## config.mk

```make
export PLATFORM = sky130hd
export DESIGN_NAME = irq_regbank
export DESIGN_NICKNAME = d
export VERILOG_FILES = /design/src/rtl/irq_regbank_pkg.sv /design/src/rtl/irq_status_bank.sv /design/src/rtl/irq_rw_reg.sv /design/src/rtl/irq_pend_unit.sv /design/src/rtl/irq_read_port.sv /design/src/rtl/irq_regbank.sv
export SDC_FILE = /design/constraint.sdc
export NUM_CORES = 1
export LEC_CHECK = 0
export ABC_CLOCK_PERIOD_IN_PS = 1200
export BUFFER_PORTS_ARGS = -buffer_cell sky130_fd_sc_hd__buf_4
export CORE_MARGIN = 2
export CORE_UTILIZATION = 30
export DETAILED_ROUTE_END_ITERATION = 6
export MAX_ROUTING_LAYER = met4
export PLACE_DENSITY = 0.59
export SLEW_MARGIN = 20
export SYNTH_ARGS = -nofsm -noshare
export SYNTH_HDL_FRONTEND = slang
export SYNTH_SLANG_ARGS = --single-unit
```

## constraint.sdc

```tcl
create_clock -name clk -period 1.2 [get_ports clk]
set_input_delay 0.24 -clock clk [delete_from_list [all_inputs] [get_ports clk]]
set_output_delay 0.24 -clock clk [all_outputs]
set_load 0.01 [all_outputs]
```

## src/rtl/irq_regbank_pkg.sv

```systemverilog
package irq_regbank_pkg;
  localparam int SEL_W = 2;

  typedef enum logic [SEL_W-1:0] {
    SEL_STATUS = 2'd0,
    SEL_ENABLE = 2'd1,
    SEL_MASK   = 2'd2,
    SEL_PEND   = 2'd3
  } reg_sel_e;
endpackage

```

## src/rtl/irq_status_bank.sv

```systemverilog
module irq_status_bank #(
  parameter int NUM_CH = 32
) (
  input  logic              clk,
  input  logic              rst,
  input  logic [NUM_CH-1:0] set_i,
  input  logic [NUM_CH-1:0] clr_i,
  output logic [NUM_CH-1:0] q_o
);
  logic [NUM_CH-1:0] q_next;

  // a set on the same bit overrides the clear, so no event is dropped
  assign q_next = (q_o & ~clr_i) | set_i;

  always_ff @(posedge clk) begin
    if (rst) q_o <= '0;
    else     q_o <= q_next;
  end

  assert_evt_sets_R3: assert property (@(posedge clk) disable iff (rst)
    (set_i != '0) |=> ((q_o & $past(set_i)) == $past(set_i)));

  // bits both set and cleared are covered by the set check above
  assert_w1c_clears_R4: assert property (@(posedge clk) disable iff (rst)
    (clr_i != '0) |=> ((q_o & $past(clr_i & ~set_i)) == '0));

  assert_idle_holds_R4: assert property (@(posedge clk) disable iff (rst)
    (set_i == '0 && clr_i == '0) |=> $stable(q_o));
endmodule

```

## src/rtl/irq_rw_reg.sv

```systemverilog
module irq_rw_reg #(
  parameter int             W       = 32,
  parameter logic [W-1:0]   RST_VAL = '0
) (
  input  logic         clk,
  input  logic         rst,
  input  logic         wr_i,
  input  logic [W-1:0] d_i,
  output logic [W-1:0] q_o
);
  always_ff @(posedge clk) begin
    if (rst)       q_o <= RST_VAL;
    else if (wr_i) q_o <= d_i;
  end

  assert_rw_load_R6: assert property (@(posedge clk) disable iff (rst)
    wr_i |=> (q_o == $past(d_i)));

  assert_rw_hold_R9: assert property (@(posedge clk) disable iff (rst)
    !wr_i |=> $stable(q_o));
endmodule

```

## src/rtl/irq_pend_unit.sv

```systemverilog
module irq_pend_unit #(
  parameter int NUM_CH    = 32,
  parameter bit MASK_WINS = 1'b1
) (
  input  logic              clk,
  input  logic              rst,
  input  logic [NUM_CH-1:0] status_i,
  input  logic [NUM_CH-1:0] enable_i,
  input  logic [NUM_CH-1:0] mask_i,
  output logic [NUM_CH-1:0] pend_o,
  output logic              irq_o
);
  logic [NUM_CH-1:0] gate;

  generate
    if (MASK_WINS) begin : g_mask_first
      assign gate = enable_i & ~mask_i;
      assert_mask_blocks_R7: assert property (@(posedge clk) disable iff (rst)
        ((pend_o & mask_i) == '0));
    end else begin : g_enable_first
      assign gate = enable_i | ~mask_i;
      assert_enable_overrides_R8: assert property (@(posedge clk) disable iff (rst)
        ((pend_o & enable_i) == (status_i & enable_i)));
    end
  endgenerate

  assign pend_o = status_i & gate;

  always_ff @(posedge clk) begin
    if (rst) irq_o <= 1'b0;
    else     irq_o <= |pend_o;
  end

  assert_irq_follows_R10: assert property (@(posedge clk) disable iff (rst)
    (pend_o != '0) |=> irq_o);

  assert_irq_quiet_R10: assert property (@(posedge clk) disable iff (rst)
    (pend_o == '0) |=> !irq_o);
endmodule

```

## src/rtl/irq_read_port.sv

```systemverilog
module irq_read_port
  import irq_regbank_pkg::*;
#(
  parameter int NUM_CH = 32
) (
  input  logic              clk,
  input  logic              rst,
  input  logic              rd_i,
  input  logic [SEL_W-1:0]  addr_i,
  input  logic [NUM_CH-1:0] status_i,
  input  logic [NUM_CH-1:0] enable_i,
  input  logic [NUM_CH-1:0] mask_i,
  input  logic [NUM_CH-1:0] pend_i,
  output logic [NUM_CH-1:0] rdata_o
);
  logic [NUM_CH-1:0] sel_val;

  always_comb begin
    case (addr_i)
      SEL_STATUS: sel_val = status_i;
      SEL_ENABLE: sel_val = enable_i;
      SEL_MASK:   sel_val = mask_i;
      SEL_PEND:   sel_val = pend_i;
      default:    sel_val = '0;
    endcase
  end

  always_ff @(posedge clk) begin
    if (rst)       rdata_o <= '0;
    else if (rd_i) rdata_o <= sel_val;
  end

  assert_rdata_hold_R2: assert property (@(posedge clk) disable iff (rst)
    !rd_i |=> $stable(rdata_o));
endmodule

```

## src/rtl/irq_regbank.sv

```systemverilog
module irq_regbank
  import irq_regbank_pkg::*;
#(
  parameter int NUM_CH    = 32,
  parameter bit MASK_WINS = 1'b1
) (
  input  logic              clk,
  input  logic              rst,
  input  logic [NUM_CH-1:0] evt_i,
  input  logic              wr_en_i,
  input  logic              rd_en_i,
  input  logic [SEL_W-1:0]  addr_i,
  input  logic [NUM_CH-1:0] wdata_i,
  output logic [NUM_CH-1:0] rdata_o,
  output logic              irq_o
);
  localparam logic [NUM_CH-1:0] MASK_RST = {NUM_CH{1'b1}};

  logic              wr_status, wr_enable, wr_mask, wr_pend;
  logic [NUM_CH-1:0] clr_bits;
  logic [NUM_CH-1:0] status_q, enable_q, mask_q, pend_w;

  assign wr_status = wr_en_i && (addr_i == SEL_STATUS);
  assign wr_enable = wr_en_i && (addr_i == SEL_ENABLE);
  assign wr_mask   = wr_en_i && (addr_i == SEL_MASK);
  assign wr_pend   = wr_en_i && (addr_i == SEL_PEND);
  assign clr_bits  = wr_status ? wdata_i : '0;

  irq_status_bank #(.NUM_CH(NUM_CH)) u_status (
    .clk(clk), .rst(rst), .set_i(evt_i), .clr_i(clr_bits), .q_o(status_q)
  );

  irq_rw_reg #(.W(NUM_CH), .RST_VAL('0)) u_enable (
    .clk(clk), .rst(rst), .wr_i(wr_enable), .d_i(wdata_i), .q_o(enable_q)
  );

  irq_rw_reg #(.W(NUM_CH), .RST_VAL(MASK_RST)) u_mask (
    .clk(clk), .rst(rst), .wr_i(wr_mask), .d_i(wdata_i), .q_o(mask_q)
  );

  irq_pend_unit #(.NUM_CH(NUM_CH), .MASK_WINS(MASK_WINS)) u_pend (
    .clk(clk), .rst(rst), .status_i(status_q), .enable_i(enable_q),
    .mask_i(mask_q), .pend_o(pend_w), .irq_o(irq_o)
  );

  irq_read_port #(.NUM_CH(NUM_CH)) u_read (
    .clk(clk), .rst(rst), .rd_i(rd_en_i), .addr_i(addr_i),
    .status_i(status_q), .enable_i(enable_q), .mask_i(mask_q),
    .pend_i(pend_w), .rdata_o(rdata_o)
  );

  assert_pend_write_ignored_R9: assert property (@(posedge clk) disable iff (rst)
    wr_pend |=> ($stable(enable_q) && $stable(mask_q) &&
                 ((status_q & $past(status_q)) == $past(status_q))));
endmodule

```

; Word-level counts from Yosys, hierarchy flattened
; Cells that the tools add are included.
[classes]
eq_ne = 3
muxes = 2
n_bitwise = 6
reduce_logical = 5
[op_table]
columns = op, n
row1 = one-hot mux 32 bit (4 select lines), 1
row2 = AND 32 bit, 3
row3 = inverter 32 bit, 2
row4 = two-way mux 32 bit, 1
row5 = OR 32 bit, 1
row6 = OR reduction 32 bit, 1
row7 = == test 2 bit (second input constant), 2
row8 = logical AND 1 bit, 3
row9 = == test 2 x 1 -> 1 bit (second input constant), 1
row10 = zero test 2 bit, 1
[word_totals]
register_bits = 129
in_bits = 70

; Logic depth before layout (Yosys ltp)
; Gate-level depths: netlist of run 1.
[logic_depth]
ltp_word = 6
depth_mapped = 7
ltp_nobuf = 4

; Modules after synthesis
; A second synthesis of run 1 with hierarchy kept.
[hier_totals]
cells_unflattened = 651
area_unflattened_um2 = 6701.4
[modules_own_cells]
columns = mod, instances, cells_each, area_per_inst_um2, seq_area_each_um2
row1 = irq_read_port, 1, 182, 2165.8, 640.6
row2 = irq_rw_reg (u_mask), 1, 106, 1199.9, 640.6
row3 = irq_rw_reg (u_enable), 1, 103, 1163.6, 640.6
row4 = irq_status_bank, 1, 131, 1154.9, 640.6
row5 = irq_regbank, 1, 43, 620.6, 0.0
row6 = irq_pend_unit, 1, 86, 396.6, 20.0

; Worst setup path after synthesis of run 1
; Ideal clock, no wire load.
[synth_timing]
kind = input -> register
start = in addr_i[1]
end = reg u_read.rdata_o[0]
setup_time_ps = 137
arrival_time_ps = 1047
required_time_ps = 1063
slack_ps = 16
path_stages = 6
n_path_buf = 3
path_cell_list = buf_4 > buf_12 > clkbuf_1 > o21ai_0 > a31oi_1 > a211oi_1
[synth_via]
elab_chain_len = 2
word_cells_on_any_way = 5
cone_classes = 3 x eq/ne / 1 x mux / 1 x reduce/logical
[synth_lines]
columns = element, line_no
row1 = start: declaration, irq_regbank.sv:12  ; input logic [SEL_W-1:0] addr_i,
row2 = "== test 2 bit, or another cell as far along", irq_read_port.sv:19  ; case (addr_i)
row3 = one-hot mux 32 bit (4 select lines) *, irq_read_port.sv:19
row4 = end signal: assignment, irq_read_port.sv:30  ; else if (rd_i) rdata_o <= sel_val;
row5 = end: declaration, irq_read_port.sv:14  ; output logic [NUM_CH-1:0] rdata_o
; Every way passes the cells marked *; elsewhere a longest branch is shown, timed or not.
; A chain may end at the register's enable or synchronous reset.

; Worst setup path in the final report of run 1
[layout_timing]
start = reg u_read.rdata_o[18]
end = out rdata_o[18]
[layout_rtl]
columns = element, line_no
row1 = end: declaration, irq_regbank.sv:14  ; output logic [NUM_CH-1:0] rdata_o,
; No word-level cell between the ends.

==> metrics.csv, run 1 <==
metric,value,unit
outcome,"finished, final reports clean",
GP Congestion,0.770,
worst slack at placement,-0.122,ns
R2R Setup Slk,0.05,ns
Diodes inserted,0,
WP data arrival,0.94,ns
IO Port Bufs,102,
Vias,5473,
Tcrit/Tclk final,0.984,
Worst-path clk slew,0.06,ns
"delay-heaviest family, CP",flip-flops,
WS Path Type,flop to output pin,
Syn Inst Count,742,
Slew Limit Fails,0,
Die H,143,µm
Hold Path Class,input pin to flop,
Power Density,1430,nW/µm²
# DRC,0,
Worst Hold Depth,3,
clock latency on the worst-skew pair,0.43,ns
global route total overflow,0,
CORE AREA,18800,µm²
Clock Skew,0.0105,ns
ANT nets after route,0,
crit-path max cell delay,0.38,ns
Max Fclk,847,MHz
RSZ-0062 raised after global routing,true,
final wirelength,17400,µm
root buffer cell,clkbuf_16,
hold_sp,evt_i[7],
Netlist Area Pre-Place,5770,µm²
initial antenna violation count,0,
cell depth of the worst flop-to-flop path,4,
initial DRC count,372,
Netlist cell types,19,
CP Data Required Time,0.96,ns
htree depth,4,
"Buf+Inv Stages, Crit Path",1,
total track usage,0.182,
Rel. slew slack,0.807,
WHS Endpoint,u_status.q_o[7],
die outline width,143,µm
Rows,50,
total of max-cap violations,0,
largest net degree at the start of global routing,63,
worst vdd ir,0.00106,V
Reg2Reg Launch Point,u_mask.q_o[27],
Fin Setup TNS,0,ns
drt wl/cell,15.6,µm
Num CTS Buffers,17,
First-pass DRT Iterations,5,
dominant cell type by area after synthesis,dfxtp_1,
Initial Util,0.308,
area grow syn2layout,34.7,%
worst slew pin tran,0.290,ns
YS warnings,0,
r2r endpoint,u_pend.irq_o,
Seq cells post-synth,129,
startpoint types,flop,
Setup WS post-layout,0.0191,ns
share of post-route cells with drive strength above 1,0.223,
io pins,103,
sinks on the clock net,129,
die footprint,20400,µm²
HPWL after detailed placement,12000,µm
final hold vios,0,
area share of the largest cell type after synthesis,0.447,
Mapped Nets,812,
"Seq/Total Area, Yosys",0.447,
first-pass GRT wire length,27800,µm
Lkg Pwr,3.35,nW
vias per inst,4.90,
CP Capture Type,output pin,
Hold WS,0.0165,ns
Synth area leaders,"dfxtp_1 45%, nand3b_1 8.6%, nand2_1 8.3%",
crit-path max FO,2,
CTS max path bufs,2,
crit-path cells,buf_4,
Hold Buf Count CTS,0,
Tmin final,1.18,ns
Synth Area per Inst,7.78,µm²
CP max stage cell,dfxtp_1,
number of global-route vias before repair,5214,
fin nets,939,
Setup Viol. Count Final,0,
CTS tree,yes,
[worst max path at each step]
stage / endpoint / depth (start not counted) / from
CTS: rdata_o[18] / 1 / u_read.rdata_o[18]
global placement: u_read.rdata_o[28] / 6 / addr_i[1]
global route: u_pend.irq_o / 4 / u_mask.q_o[27]
detailed placement: u_read.rdata_o[25] / 6 / addr_i[1]
floorplan: u_read.rdata_o[0] / 6 / addr_i[1]
finish: rdata_o[18] / 1 / u_read.rdata_o[18]
[registers in the layout (all words and copies together) (netlist names)]
register,cells
u_read.rdata_o,32
u_enable.q_o,32
u_status.q_o,32
u_pend.irq_o,1
u_mask.q_o,32
[synth_stat cells]
cell        n
buf_4       1
buf_6       2
a21oi_1    65
inv_1      32
dfxtp_1   129
and3b_1     2
clkbuf_1   27
nor2_1    128
buf_12      2
nand3b_1   66
mux2i_1    32
nor4_1      2
buf_2      21
a211oi_1   32
o21ai_0    32
nor3b_2     1
nand4_1     8
a31oi_1    32
nand2_1   128
[where the power goes]
group | switching (W) | internal, W | leakage, nW | total [W]
registers | 0.000169 | 0.00454 | 1.07 | 0.00470
clock network | 0.00197 | 0.00295 | 0.260 | 0.00492
logic | 0.000748 | 0.000729 | 2.02 | 0.00148
[timing repair]
action	in CTS	in global routing
pin swaps	0	2
setup endpoints to repair	1	2
buffers inserted	0	0
gates resized for setup	1	3
[layer usage]
layer,vias to the layer above,part of all wire,GRT usage
li1,2774,-,-
met1,2531,0.47,0.238
met2,146,0.46,0.278
met3,22,0.058,0.0389
met4,0,0.015,0.0662
met5,-,0,-
[cell usage in the layout (no fill, tap or decap)]
master / count
nand3b_1: 66
dfxtp_2: 1
bufinv_16: 1
clkbuf_16: 17
clkinv_4: 3
clkinvlp_4: 6
a211oi_2: 1
dfxtp_1: 128
a21oi_1: 65
mux2i_1: 32
o21ai_0: 32
nor4_2: 2
clkbuf_8: 2
nor2_1: 128
nor3b_4: 1
nand4_1: 8
clkbuf_1: 1
a31oi_1: 32
and3b_1: 2
inv_1: 32
clkinv_2: 2
a211oi_1: 31
nand2_1: 128
buf_4: 146
buf_12: 15
[per-stage QoR]
| stage | instances | utilization | cell area, µm² | power [W] |
|---|---|---|---|---|
| 6_report | 1116 | 0.415 | 7780 | 0.0111 |
| 5_1_grt | 1116 | 0.415 | 7780 | 0.0116 |
| 4_1_cts | 1116 | 0.414 | 7760 | 0.0112 |
| 3_5_place_dp | 1084 | 0.383 | 7190 | 0.00627 |
| 3_3_place_gp | 1084 | 0.383 | 7190 | 0.00625 |
| 2_1_floorplan | 742 | - | 5770 | 0.00555 |
[cells by family (layout without fill, tap and decap cells)]
logic type | after synthesis | after routing | share of synthesized area
compound gates | 161 | 161 | 0.160
mux | 32 | 32 | 0.0555
flops | 129 | 129 | 0.447
buf+inv | 85 | 225 | 0.0687
simple gates | 335 | 335 | 0.268
[final cells by class]
cell class                 instances  area [µm²]
sequential                       129        2580
tap                              234         293
multi-input combinational        528        2820
clock buffer                      20         457
clock inverter                    12         111
timing repair buffer             161        1400
fill                            1923       11000
inverter                          32         120
No activity file was read; power rests on OpenSTA's default activity.
==> inputs of run 2 (changes only) <==
- ABC_CLOCK_PERIOD_IN_PS: 1200 -> 1300
- PLACE_DENSITY: 0.59 -> 0.57
- clock period: 1.2 -> 1.3 ns (I/O delays scaled with it)
==> metrics.csv, run 2 (synthesis gave the netlist of run 1 again) <==
metric,value,unit
vias per inst,4.82,
global route total overflow,0,
Placement Cell Area,6950,µm²
Rel. slew slack,0.814,
CORE AREA,18800,µm²
drt wl/cell,15.6,µm
worst vdd ir,0.000917,V
CTS tree,yes,
final wirelength,16900,µm
FILL cells,1937,
"Buf+Inv Stages, Crit Path",1,
CTS max path bufs,2,
Hold Path Class,input pin to flop,
area grow syn2layout,30.2,%
fin nets,910,
Tot Pwr,0.0102,W
met3 Resource Use GR,0.0379,
share of post-route cells with drive strength above 1,0.192,
initial DRC count,449,
Power Density,1360,nW/µm²
Die H,143,µm
Vias,5230,
Diodes inserted,0,
Tcrit/Tclk final,0.927,
CP Capture Type,output pin,
First-pass DRT Iterations,5,
worst slew pin tran,0.279,ns
number of global-route vias before repair,5071,
cell count after placement,1055,
RSZ-0062 raised after global routing,false,
WP data arrival,0.94,ns
# DRC,0,
startpoint types,flop,
"delay-heaviest family, CP",flip-flops,
initial antenna violation count,0,
htree depth,4,
IO Port Bufs,102,
largest net degree at the start of global routing,61,
Rows,50,
crit-path max FO,2,
ANT nets after route,0,
worst slack at placement,-0.0270,ns
GRT busiest layer,met2,
Tmin final,1.20,ns
final hold vios,0,
post-CTS repair timing setup buffer count,0,
most frequent cells in the layout,"128 x nor2_1, 128 x nand2_1, 128 x dfxtp_1",
Hold Buf Count CTS,0,
Lkg Pwr,3.21,nW
Final Instance Area,7520,µm²
Setup Viol. Count Final,0,
HPWL after detailed placement,11800,µm
GP Congestion,0.768,
Num CTS Buffers,17,
crit-path cells,buf_4,
Setup WS post-layout,0.0955,ns
Worst-path clk slew,0.06,ns
outcome,"finished, final reports clean",
crit-path max cell delay,0.38,ns
Post-Layout Cell Count,1086,
io pins,103,
root buffer cell,clkbuf_16,
WS Path Type,flop to output pin,
Max Fclk,830,MHz
total track usage,0.180,
die outline width,143,µm
die footprint,20400,µm²
Clock Skew,0.00609,ns
Initial Util,0.308,
CP max stage cell,dfxtp_1,
first-pass GRT wire length,27600,µm
met2 Track Usage GR,0.277,
clock latency on the worst-skew pair,0.42,ns
CP Data Required Time,1.04,ns
sinks on the clock net,129,
Slew Limit Fails,0,
total of max-cap violations,0,
global routing usage on met1,0.241,
post-CTS sizing,0,
[run 2: changes by cell type in the layout (fill, tap and decap cells not counted)]
cell	before	now
buf_4	146	119
clkinv_2	2	5
clkinv_4	3	0
buf_12	15	13
clkinvlp_4	6	4
a211oi_1	31	32
a211oi_2	1	0
bufinv_16	1	2
clkbuf_1	1	2
clkbuf_8	2	1
nor4_1	0	1
nor4_2	2	1
[run 2: metrics by stage]
stage / setup TNS (ns) / util / hold slack (ns)
after floorplan: 0 / - / 0.381
after global placement: 0 / 0.370 / 0.460
after detailed placement: -0.0631 / 0.370 / 0.465
after CTS: 0 / 0.400 / 0.0260
after global routing: 0 / 0.401 / 0.0403
final: 0 / 0.401 / 0.0519
[run 2: layout make-up]
cell class	count	area [µm²]	share of cell area
well taps	234	293	0.0389
flip-flops and latches	129	2580	0.344
inverters	32	120	0.0160
multi-input cells	528	2810	0.373
repair buffers	132	1150	0.153
clock inverters	11	115	0.0153
clock buffers	20	447	0.0594
[run 2: final timing paths]
check	start	end	slack, ns	depth (start not counted)
max	u_read.rdata_o[12]	rdata_o[12]	0.1	1
min	evt_i[7]	u_status.q_o[7]	0.05	3
max reg2reg	u_mask.q_o[7]	u_pend.irq_o	0.1	4
min reg2reg	u_enable.q_o[27]	u_enable.q_o[27]	0.47	2
[run 2: where the power goes]
part	switching (W)	total [W]	internal, W
Combinational	0.000656	0.00127	0.000617
Clock	0.00177	0.00461	0.00284
Sequential	0.000164	0.00435	0.00419
[run 2: metal layers]
metal,vias to the layer above,part of all wire
li1,2726,-
met1,2350,0.47
met2,139,0.45
met3,15,0.063
met4,0,0.015
met5,-,0
==> inputs of run 3 (changes only) <==
- ABC_AREA: unset -> 1
==> metrics.csv, run 3 <==
metric,value,unit
outcome,"finished, final reports clean",
Async SR Flop Fraction,0,
htree depth,4,
Setup WS post-layout,0.0623,ns
RSZ-0062 raised after global routing,false,
cell count after placement,1124,
register area,2580,µm²
final wirelength,16800,µm
global route total overflow,0,
Seq cells post-synth,129,
Rows,50,
Initial Util,0.306,
initial antenna violation count,0,
area grow syn2layout,32.9,%
multi-input combinational cell area,2450,µm²
Die H,142,µm
R2R Setup Slk,0.18,ns
post-CTS repair timing setup buffer count,0,
ANT nets after route,0,
number of global-route vias before repair,5146,
Fin Setup TNS,0,ns
"most common cell after layout, fill and taps aside",dfxtp_1,
"count leader, synth",dfxtp_1,
Clock Skew,0.0129,ns
Hold Buf Count CTS,0,
Slew Limit Fails,0,
CP Capture Type,output pin,
# DRC,0,
Setup Viol. Count Final,0,
die footprint,20100,µm²
total track usage,0.176,
worst slack at placement,-0.00292,ns
Synth area leaders,"dfxtp_1 45%, o21ai_0 9.5%, a21oi_1 9.4%",
Netlist cell types,19,
Lkg Pwr,3.59,nW
HPWL after detailed placement,11300,µm
CP Data Required Time,1.04,ns
crit-path max cell delay,0.40,ns
First-pass DRT Iterations,6,
post-CTS sizing,0,
initial DRC count,289,
CTS tree,yes,
die outline width,142,µm
area share of the largest cell type after synthesis,0.453,
dominant cell type by area after synthesis,dfxtp_1,
crit-path cells,buf_4,
share of post-route cells with drive strength above 1,0.185,
worst slew pin tran,0.305,ns
Max Fclk,808,MHz
root buffer cell,clkbuf_16,
Post-Layout Cell Count,1156,
drt wl/cell,14.5,µm
Syn Inst Count,807,
final hold vios,0,
Placement Cell Area,6960,µm²
vias per inst,4.79,
worst vdd ir,0.000804,V
Power Density,1390,nW/µm²
CP max stage cell,dfxtp_1,
"delay-heaviest family, CP",flip-flops,
Netlist Area Pre-Place,5700,µm²
IO Port Bufs,102,
Post-synth EDFFs,0,
YS warnings,0,
Final Instance Area,7570,µm²
most frequent cells in the layout,"129 x dfxtp_1, 126 x nand2_1, 118 x buf_4",
Mapped Nets,877,
Tcrit/Tclk final,0.952,
CTS max path bufs,2,
fin util,0.406,
GP Congestion,0.774,
clock latency on the worst-skew pair,0.43,ns
Vias,5533,
Rel. slew slack,0.796,
Post-synth top cells,"129 x dfxtp_1, 126 x nand2_1, 114 x inv_1",
crit-path max FO,2,
CORE AREA,18600,µm²
Synth Flop Type,dfxtp_1,
first-pass GRT wire length,26700,µm
fin nets,979,
FILL cells,1963,
Worst-path clk slew,0.07,ns
largest net degree at the start of global routing,56,
startpoint types,flop,
Synth Area per Inst,7.06,µm²
total of max-cap violations,0,
Hold Path Class,input pin to flop,
Diodes inserted,0,
Num CTS Buffers,17,
"Buf+Inv Stages, Crit Path",1,
io pins,103,
Tmin final,1.24,ns
sinks on the clock net,129,
WS Path Type,flop to output pin,
WP data arrival,0.98,ns
"Seq/Total Area, Yosys",0.453,
## run 3: cell types whose count changed in the layout (fill, tap and decap cells not counted), moves of 42 or more
cell      change
a21oi_1      +42
o211ai_1     +47
nand3b_1     -56
o21ai_0      +76
inv_1        +81
nor2_1       -50
## run 3: final timing paths
path	startpoint	endpoint	cells past startpoint
worst max-delay path	u_read.rdata_o[15]	rdata_o[15]	1
worst min-delay path	evt_i[22]	u_status.q_o[22]	3
worst max register to register	u_mask.q_o[9]	u_pend.irq_o	7
worst min register to register	u_enable.q_o[24]	u_enable.q_o[24]	2
## run 3: metal layers
metal  GRT usage  up-vias  share of wire  wire length (µm)
met5           -        -              0                 0
met4      0.0458        0          0.012               201
met3      0.0408       15          0.048               800
met2       0.276      128           0.46              7780
met1       0.229     2532           0.48              7990
li1            -     2858              -                 -
## run 3: kinds of logic (layout without fill, tap and decap cells)
logic type / after synthesis / count (layout) / share of synthesized area
compound gates: 275 / 275 / 0.264
buf+inv: 169 / 284 / 0.116
simple gates: 234 / 234 / 0.167
flops: 129 / 129 / 0.453
## run 3: power by group
group | total (W) | leakage, nW | internal, W | switching (W)
sequential | 0.00438 | 1.07 | 0.00420 | 0.000177
combinational | 0.00123 | 2.24 | 0.000575 | 0.000653
clock | 0.00489 | 0.285 | 0.00306 | 0.00183
total | 0.0105 | 3.59 | 0.00784 | 0.00266
## run 3: stage by stage
stage / hold slack [ns] / total power (W)
finish: 0.0749 / 0.0105
global route: 0.0719 / 0.0110
CTS: 0.0667 / 0.0106
detailed placement: 0.448 / 0.00570
global placement: 0.443 / 0.00569
floorplan: 0.394 / 0.00507
## run 3: area by class of cell
| type | count | share of cell area |
|---|---|---|
| clock buffer | 19 | 0.0585 |
| clock inverter | 13 | 0.0213 |
| inverter | 119 | 0.0590 |
| multi-input combinational | 509 | 0.324 |
| sequential | 129 | 0.341 |
| tap | 234 | 0.0387 |
| timing repair buffer | 133 | 0.157 |
